### config.mk
export PLATFORM = sky130hd
export DESIGN_NAME = dbz_exec_slice
export DESIGN_NICKNAME = d
export VERILOG_FILES = /design/src/rtl/dbz_pkg.sv /design/src/rtl/dbz_decode.sv /design/src/rtl/dbz_alu.sv /design/src/rtl/dbz_regfile.sv /design/src/rtl/dbz_exec_slice.sv
export SDC_FILE = /design/constraint.sdc
export NUM_CORES = 2
export LEC_CHECK = 0
export BUFFER_PORTS_ARGS = -buffer_cell sky130_fd_sc_hd__buf_4
export CAP_MARGIN = 20
export CORE_AREA = 2 2 437 439
export CTS_BUF_LIST = sky130_fd_sc_hd__clkbuf_4 sky130_fd_sc_hd__clkbuf_8 sky130_fd_sc_hd__clkbuf_16
export DETAILED_ROUTE_END_ITERATION = 8
export DIE_AREA = 0 0 439 441
export SETUP_SLACK_MARGIN = 0.3
export SKIP_CTS_REPAIR_TIMING = 1
export SLEW_MARGIN = 5
export SYNTH_ARGS = -nofsm -noshare
export SYNTH_HDL_FRONTEND = slang
export SYNTH_SLANG_ARGS = --single-unit
### constraint.sdc
create_clock -name clk -period 16.2 [get_ports clk]
set_input_delay 1.62 -clock clk [delete_from_list [all_inputs] [get_ports clk]]
set_output_delay 1.62 -clock clk [all_outputs]
set_load 0.005 [all_outputs]
### src/rtl/dbz_pkg.sv
package dbz_pkg;

    localparam logic [5:0] OP_BEQ  = 6'b000100;
    localparam logic [5:0] OP_ADDI = 6'b001000;
    localparam logic [5:0] OP_DBZ  = 6'b111111;
    localparam int unsigned NUM_REGS = 32;
    localparam int unsigned REG_AW   = $clog2(NUM_REGS);

    typedef enum logic [1:0] {
        OPB_REG = 2'd0,
        OPB_IMM = 2'd1,
        OPB_ONE = 2'd2
    } opb_sel_e;

    typedef enum logic {
        ALU_ADD = 1'b0,
        ALU_SUB = 1'b1
    } alu_op_e;

    typedef struct packed {
        logic     reg_we;
        logic     dst_rs;
        opb_sel_e opb;
        alu_op_e  alu;
        logic     branch;
        logic     legal;
    } ctrl_t;

endpackage

### src/rtl/dbz_decode.sv
module dbz_decode
    import dbz_pkg::*;
(
    input  logic [5:0] opcode_i,
    input  logic [4:0] rt_i,
    output ctrl_t      ctrl_o
);

    always_comb begin
        ctrl_o = '{reg_we: 1'b0, dst_rs: 1'b0, opb: OPB_REG,
                   alu: ALU_SUB, branch: 1'b0, legal: 1'b0};
        unique case (opcode_i)
            OP_DBZ: begin
                if (rt_i == 5'd0) begin
                    ctrl_o.reg_we = 1'b1;
                    ctrl_o.dst_rs = 1'b1;
                    ctrl_o.opb    = OPB_ONE;
                    ctrl_o.alu    = ALU_SUB;
                    ctrl_o.branch = 1'b1;
                    ctrl_o.legal  = 1'b1;
                end
            end
            OP_BEQ: begin
                ctrl_o.opb    = OPB_REG;
                ctrl_o.alu    = ALU_SUB;
                ctrl_o.branch = 1'b1;
                ctrl_o.legal  = 1'b1;
            end
            OP_ADDI: begin
                ctrl_o.reg_we = 1'b1;
                ctrl_o.opb    = OPB_IMM;
                ctrl_o.alu    = ALU_ADD;
                ctrl_o.legal  = 1'b1;
            end
            default: ctrl_o.legal = 1'b0;
        endcase
    end

endmodule

### src/rtl/dbz_alu.sv
module dbz_alu
    import dbz_pkg::*;
#(
    parameter int unsigned XLEN = 32
) (
    input  logic [XLEN-1:0] a_i,
    input  logic [XLEN-1:0] b_i,
    input  alu_op_e         op_i,
    output logic [XLEN-1:0] res_o,
    output logic            zero_o
);

    always_comb begin
        if (op_i == ALU_SUB) res_o = a_i - b_i;
        else                 res_o = a_i + b_i;
        zero_o = (res_o == '0);
    end

endmodule

### src/rtl/dbz_regfile.sv
module dbz_regfile
    import dbz_pkg::*;
#(
    parameter int unsigned XLEN = 32
) (
    input  logic                     clk,
    input  logic                     rst_n,
    input  logic [REG_AW-1:0]        ra_i,
    input  logic [REG_AW-1:0]        rb_i,
    output logic [XLEN-1:0]          rda_o,
    output logic [XLEN-1:0]          rdb_o,
    input  logic                     we_i,
    input  logic [REG_AW-1:0]        wa_i,
    input  logic [XLEN-1:0]          wd_i,
    output logic [NUM_REGS*XLEN-1:0] regs_o
);

    logic [XLEN-1:0] mem_d [NUM_REGS];
    logic [XLEN-1:0] mem_q [NUM_REGS];

    always_comb begin
        for (int k = 0; k < NUM_REGS; k++) mem_d[k] = mem_q[k];
        if (we_i && wa_i != '0) mem_d[wa_i] = wd_i;
    end

    always_ff @(posedge clk) begin
        for (int k = 0; k < NUM_REGS; k++) begin
            if (!rst_n) mem_q[k] <= '0;
            else        mem_q[k] <= mem_d[k];
        end
    end

    assign rda_o = (ra_i == '0) ? '0 : mem_q[ra_i];
    assign rdb_o = (rb_i == '0) ? '0 : mem_q[rb_i];

    for (genvar g = 0; g < NUM_REGS; g++) begin : g_flat
        assign regs_o[g*XLEN +: XLEN] = mem_q[g];
    end

    // a write aimed at register 0 leaves it at zero
    a_r6_zero_reg_kept: assert property (@(posedge clk) disable iff (!rst_n)
        (we_i && wa_i == '0) |=> (mem_q[0] == '0));

    // an enabled write lands in the addressed register
    a_r2_write_lands: assert property (@(posedge clk) disable iff (!rst_n)
        (we_i && wa_i != '0) |=> (mem_q[$past(wa_i)] == $past(wd_i)));

endmodule

### src/rtl/dbz_exec_slice.sv
module dbz_exec_slice
    import dbz_pkg::*;
#(
    parameter int unsigned XLEN = 32
) (
    input  logic                     clk,
    input  logic                     rst_n,
    input  logic [XLEN-1:0]          pc_i,
    input  logic [31:0]              instr_i,
    output logic [XLEN-1:0]          next_pc_o,
    output logic                     taken_o,
    output logic [NUM_REGS*XLEN-1:0] regs_o
);

    typedef struct packed {
        logic [XLEN-1:0] pc_next;
        logic            taken;
        logic [XLEN-1:0] wdata;
    } step_t;

    ctrl_t                ctrl;
    logic [REG_AW-1:0]    rs_idx, rt_idx, dst_idx;
    logic [XLEN-1:0]      rs_val, rt_val, imm_sx, opb, alu_res;
    logic                 alu_zero;
    step_t                step_d;

    assign rs_idx = instr_i[25:21];
    assign rt_idx = instr_i[20:16];

    dbz_decode u_decode (
        .opcode_i (instr_i[31:26]),
        .rt_i     (instr_i[20:16]),
        .ctrl_o   (ctrl)
    );

    if (XLEN > 16) begin : g_sx_wide
        assign imm_sx = {{(XLEN-16){instr_i[15]}}, instr_i[15:0]};
    end else begin : g_sx_narrow
        assign imm_sx = instr_i[XLEN-1:0];
    end

    always_comb begin
        unique case (ctrl.opb)
            OPB_IMM: opb = imm_sx;
            OPB_ONE: opb = XLEN'(1);
            default: opb = rt_val;
        endcase
    end

    dbz_alu #(.XLEN(XLEN)) u_alu (
        .a_i    (rs_val),
        .b_i    (opb),
        .op_i   (ctrl.alu),
        .res_o  (alu_res),
        .zero_o (alu_zero)
    );

    always_comb begin
        logic [XLEN-1:0] seq_pc;
        seq_pc         = pc_i + XLEN'(4);
        step_d.taken   = ctrl.legal && ctrl.branch && alu_zero;
        step_d.pc_next = step_d.taken ? (seq_pc + (imm_sx << 2)) : seq_pc;
        step_d.wdata   = alu_res;
    end

    assign dst_idx   = ctrl.dst_rs ? rs_idx : rt_idx;
    assign next_pc_o = step_d.pc_next;
    assign taken_o   = step_d.taken;

    dbz_regfile #(.XLEN(XLEN)) u_rf (
        .clk    (clk),
        .rst_n  (rst_n),
        .ra_i   (rs_idx),
        .rb_i   (rt_idx),
        .rda_o  (rs_val),
        .rdb_o  (rt_val),
        .we_i   (ctrl.legal && ctrl.reg_we),
        .wa_i   (dst_idx),
        .wd_i   (step_d.wdata),
        .regs_o (regs_o)
    );

    // a taken count-down branch only when the counter held one
    a_r3_taken_at_one: assert property (@(posedge clk) disable iff (!rst_n)
        (taken_o && instr_i[31:26] == OP_DBZ) |-> (rs_val == XLEN'(1)));

    // fall-through address
    a_r4_seq_pc: assert property (@(posedge clk) disable iff (!rst_n)
        !taken_o |-> (next_pc_o == pc_i + XLEN'(4)));

    // unsupported encodings leave the register file alone
    a_r9_no_effect: assert property (@(posedge clk) disable iff (!rst_n)
        !ctrl.legal |=> $stable(regs_o));

    // equal-compare branch never writes
    a_r7_beq_no_write: assert property (@(posedge clk) disable iff (!rst_n)
        (instr_i[31:26] == OP_BEQ) |=> $stable(regs_o));

endmodule

==> results.yml <==
synthesis:
  async_flop_share: 0
  synth_fa_ha_area_frac: 0.01492
  syn_area_per_cell_um2: 8.833
  synth_area_mm2: 0.05637
  synth_top_area_cell: "dfxtp_1"
  synth-edff-count: 0
  synth_flop_cell: "dfxtp_1"
  synth_compound_area_frac: 0.1676
  synth-seq-cells: 1024
  yosysUniqueCellTypes: 78
  synthMuxAreaShare: 0.2276
  yosys.area_share.simple: 0.1646
  ys_seq_area_frac: 0.3636
  synth_top_family_by_area: "multiplexers"
  synth_top_cells_by_area: "dfxtp_1 (36%), mux4_2 (18%), nand2_1 (8.4%), a21oi_1 (7.5%), nor2_1 (4.6%)"
  synthCells: 6382
  synth_top_area_share: 0.3636
  yosysWarnings: 0
  synth-xor-area-share: 0.01569
  syn_nets: 6514
final_layout:
  synthToLayoutAreaGrowth_pct: 26.82
  finish.utilization: 0.3779
  final_common_cell: "buf_4"
  drive_gt1_frac: 0.2907
  largest_register_ff_count: 1024
  top_register: "u_rf.mem_q"
  layout.cells.most_common_list: "buf_4 (1241), nand2_1 (1238), dfxtp_1 (1024), a21oi_1 (850), nor2_1 (662)"
  reg_top3: "u_rf.mem_q (1024)"
  fin_nets: 7270
sta:
  max_freq_ghz: 0.07286
  hold_ws_ns: 0.4802
  post-route-period-util: 0.8472
  min_period_ns: 13.72
  slew_headroom: 0.1732
  setup_viol: 0
  rsz0062_at_grt: "false"
  fin_ws_ns: 2.476
  fin_skew_ns: 0.05668
  hold_violations: 0
  setup-tns-final_ns: 0
  worst-slew-pin-transition_ns: 1.227
  slew_violations: 0
grt:
  grt-ovfl-total: 0
  gr-usage-all-layers: 0.3515
  grt_pass1_wl_um: 474400
  grt_max_degree: 113
  grt_pass1_vias: 54012
  antenna_found_initial: 22
placed_design:
  hpwl_um: 259000
  numPortBuffers: 1118
  detailedPlace.worstSlack_ns: 2.631
  gp_congestion: 0.9739
drt:
  drc: 0
  routed_via_density: 6.063
  num_vias: 59116
  dr.pass1.iters: 8
  drt_iter0_drc: 8082
  wl_um: 355900
  wl_per_cell_um: 36.50
  ant_nets: 0
clock_tree:
  clock-root-buffer: "clkbuf_16"
  cts_buffers: 115
  clock_latency_ns: 0.82
  path_clk_slew_ns: 0.06
  clock-sinks: 1024
  htreeDepth: 3
  cts_tree: "done"
  clockBufferDepth: 3
worst_setup_path:
  startpoint_type: "input port"
  cp_slowest_stage_delay_ns: 0.86
  critPathCaptureType: "primary output"
  cpMaxStageDelayCell: "nor2b_2"
  worstPathArrival_ns: 12.10
  crit_fanout: 32
  path_delay_family: "simple AND/OR/NAND/NOR gates"
  rrSetupSlack_ns: 8.18
  worstPathRequired_ns: 14.58
  crit_path_frequent_cell: "buf_4"
  worst-path-buf-inv: 6
  critPathKind: "input port to primary output"
floorplanning:
  die_w_um: 439
  ios: 1123
  rows: 160
  initial_core_util: 0.2980
  core_mm2: 0.1892
  die_h_um: 441
  die_area_mm2: 0.1936
run_status:
  status: "complete, no violations"
run:
  maxCapViolCount: 0
hold_path:
  min_path_type: "flop to flop"
pwr:
  ir_drop_mv: 0.08963
  leakage_nw: 26.86
  power.density_mw_per_mm2: 89.84
-- per-stage QoR --
stage | power [mW] | instances | cell area [µm²]
detailed placement | 3.542 | 9530 | 67300
CTS | 6.418 | 9741 | 71440
floorplan | 3.123 | 6382 | 56370
global placement | 3.539 | 9527 | 67260
finish | 6.423 | 9751 | 71490
global route | 6.555 | 9746 | 71480
-- layout make-up --
| type | count | area (µm²) |
|---|---|---|
| timing repair buffer | 1259 | 9618 |
| clock buffer | 163 | 3406 |
| antenna | 8 | 20.02 |
| fill | 19024 | 117700 |
| sequential | 1024 | 20500 |
| tap | 2511 | 3142 |
| multi-input combinational | 4699 | 33920 |
| clock inverter | 48 | 734.5 |
| inverter | 39 | 153.9 |
-- worst paths after layout --
kind | start | cells after the start | endpoint
max | instr_i[18] | 28 | next_pc_o[7]
min | u_rf.mem_q[31][11]$_SDFFE_PN0P_ | 2 | u_rf.mem_q[31][11]$_SDFFE_PN0P_
max reg2reg | u_rf.mem_q[1][7]$_SDFFE_PN0P_ | 21 | u_rf.mem_q[26][31]$_SDFFE_PN0P_
min reg2reg | u_rf.mem_q[31][11]$_SDFFE_PN0P_ | 2 | u_rf.mem_q[31][11]$_SDFFE_PN0P_
-- synth_stat cells (all sizes together), types with 42 or more instances --
master and count:
o22ai 56, nor2 693, nand3 80, a21oi 851, xnor2 67, mux2i 187, and2 50, ha 64
a22oi 47, mux4 447, a221oi 42, dfxtp 1024, o21ai 49, clkbuf 517, a211oi 280, buf 103
nand2 1267, mux2 79
-- metal layers --
metal  GRT usage  vias to the layer above  routed length (µm)
met5           0                        -                  97
met3     0.09178                     1053               37120
met2      0.5570                     4225              160400
met1      0.4092                    29307              125500
li1            -                    24517                   -
met4      0.2606                       14               32800
-- worst register-to-register path: stages (launching register included) --
cell       delay (ns)
dfxtp_1          0.39
mux4_2           0.55
mux4_2           0.51
nor2_1           0.46
o31ai_1          0.25
a2111oi_0        0.73
nand4_1          0.23
or3b_2           0.54
nor2_1           0.46
a21oi_1          0.16
xnor2_1          0.17
ha_1             0.46
a21o_1           0.24
a31oi_1          0.13
o2111ai_1        0.16
nand2_1          0.23
o211ai_1         0.47
a31oi_1          0.14
o21bai_1         0.25
nand3_2          0.82
nand3_1          0.40
a21oi_1          0.10
-- power breakdown --
| group | leakage [nW] | switching, mW | internal [mW] | total, mW |
|---|---|---|---|---|
| Clock | 2.07 | 1.21 | 1.71 | 2.92 |
| Combinational | 16.5 | 0.736 | 0.245 | 0.981 |
| Sequential | 8.24 | 0.00193 | 2.52 | 2.52 |
| Total | 26.9 | 1.95 | 4.47 | 6.42 |
-- cell families (layout without fill, tap and decap cells) --
| kind of cell | count (synthesis) | count (layout) |
|---|---|---|
| buffers and inverters | 659 | 1509 |
| XOR/XNOR | 101 | 101 |
| other | 0 | 8 |
| AO/OA/AOI/OAI | 1539 | 1539 |
| AND/OR/NAND/NOR | 2280 | 2280 |
| flip-flops | 1024 | 1024 |
| adder cells (fa/ha/maj) | 66 | 66 |
| multiplexers | 713 | 713 |
Note: power is estimated with default switching activity, not from simulation.
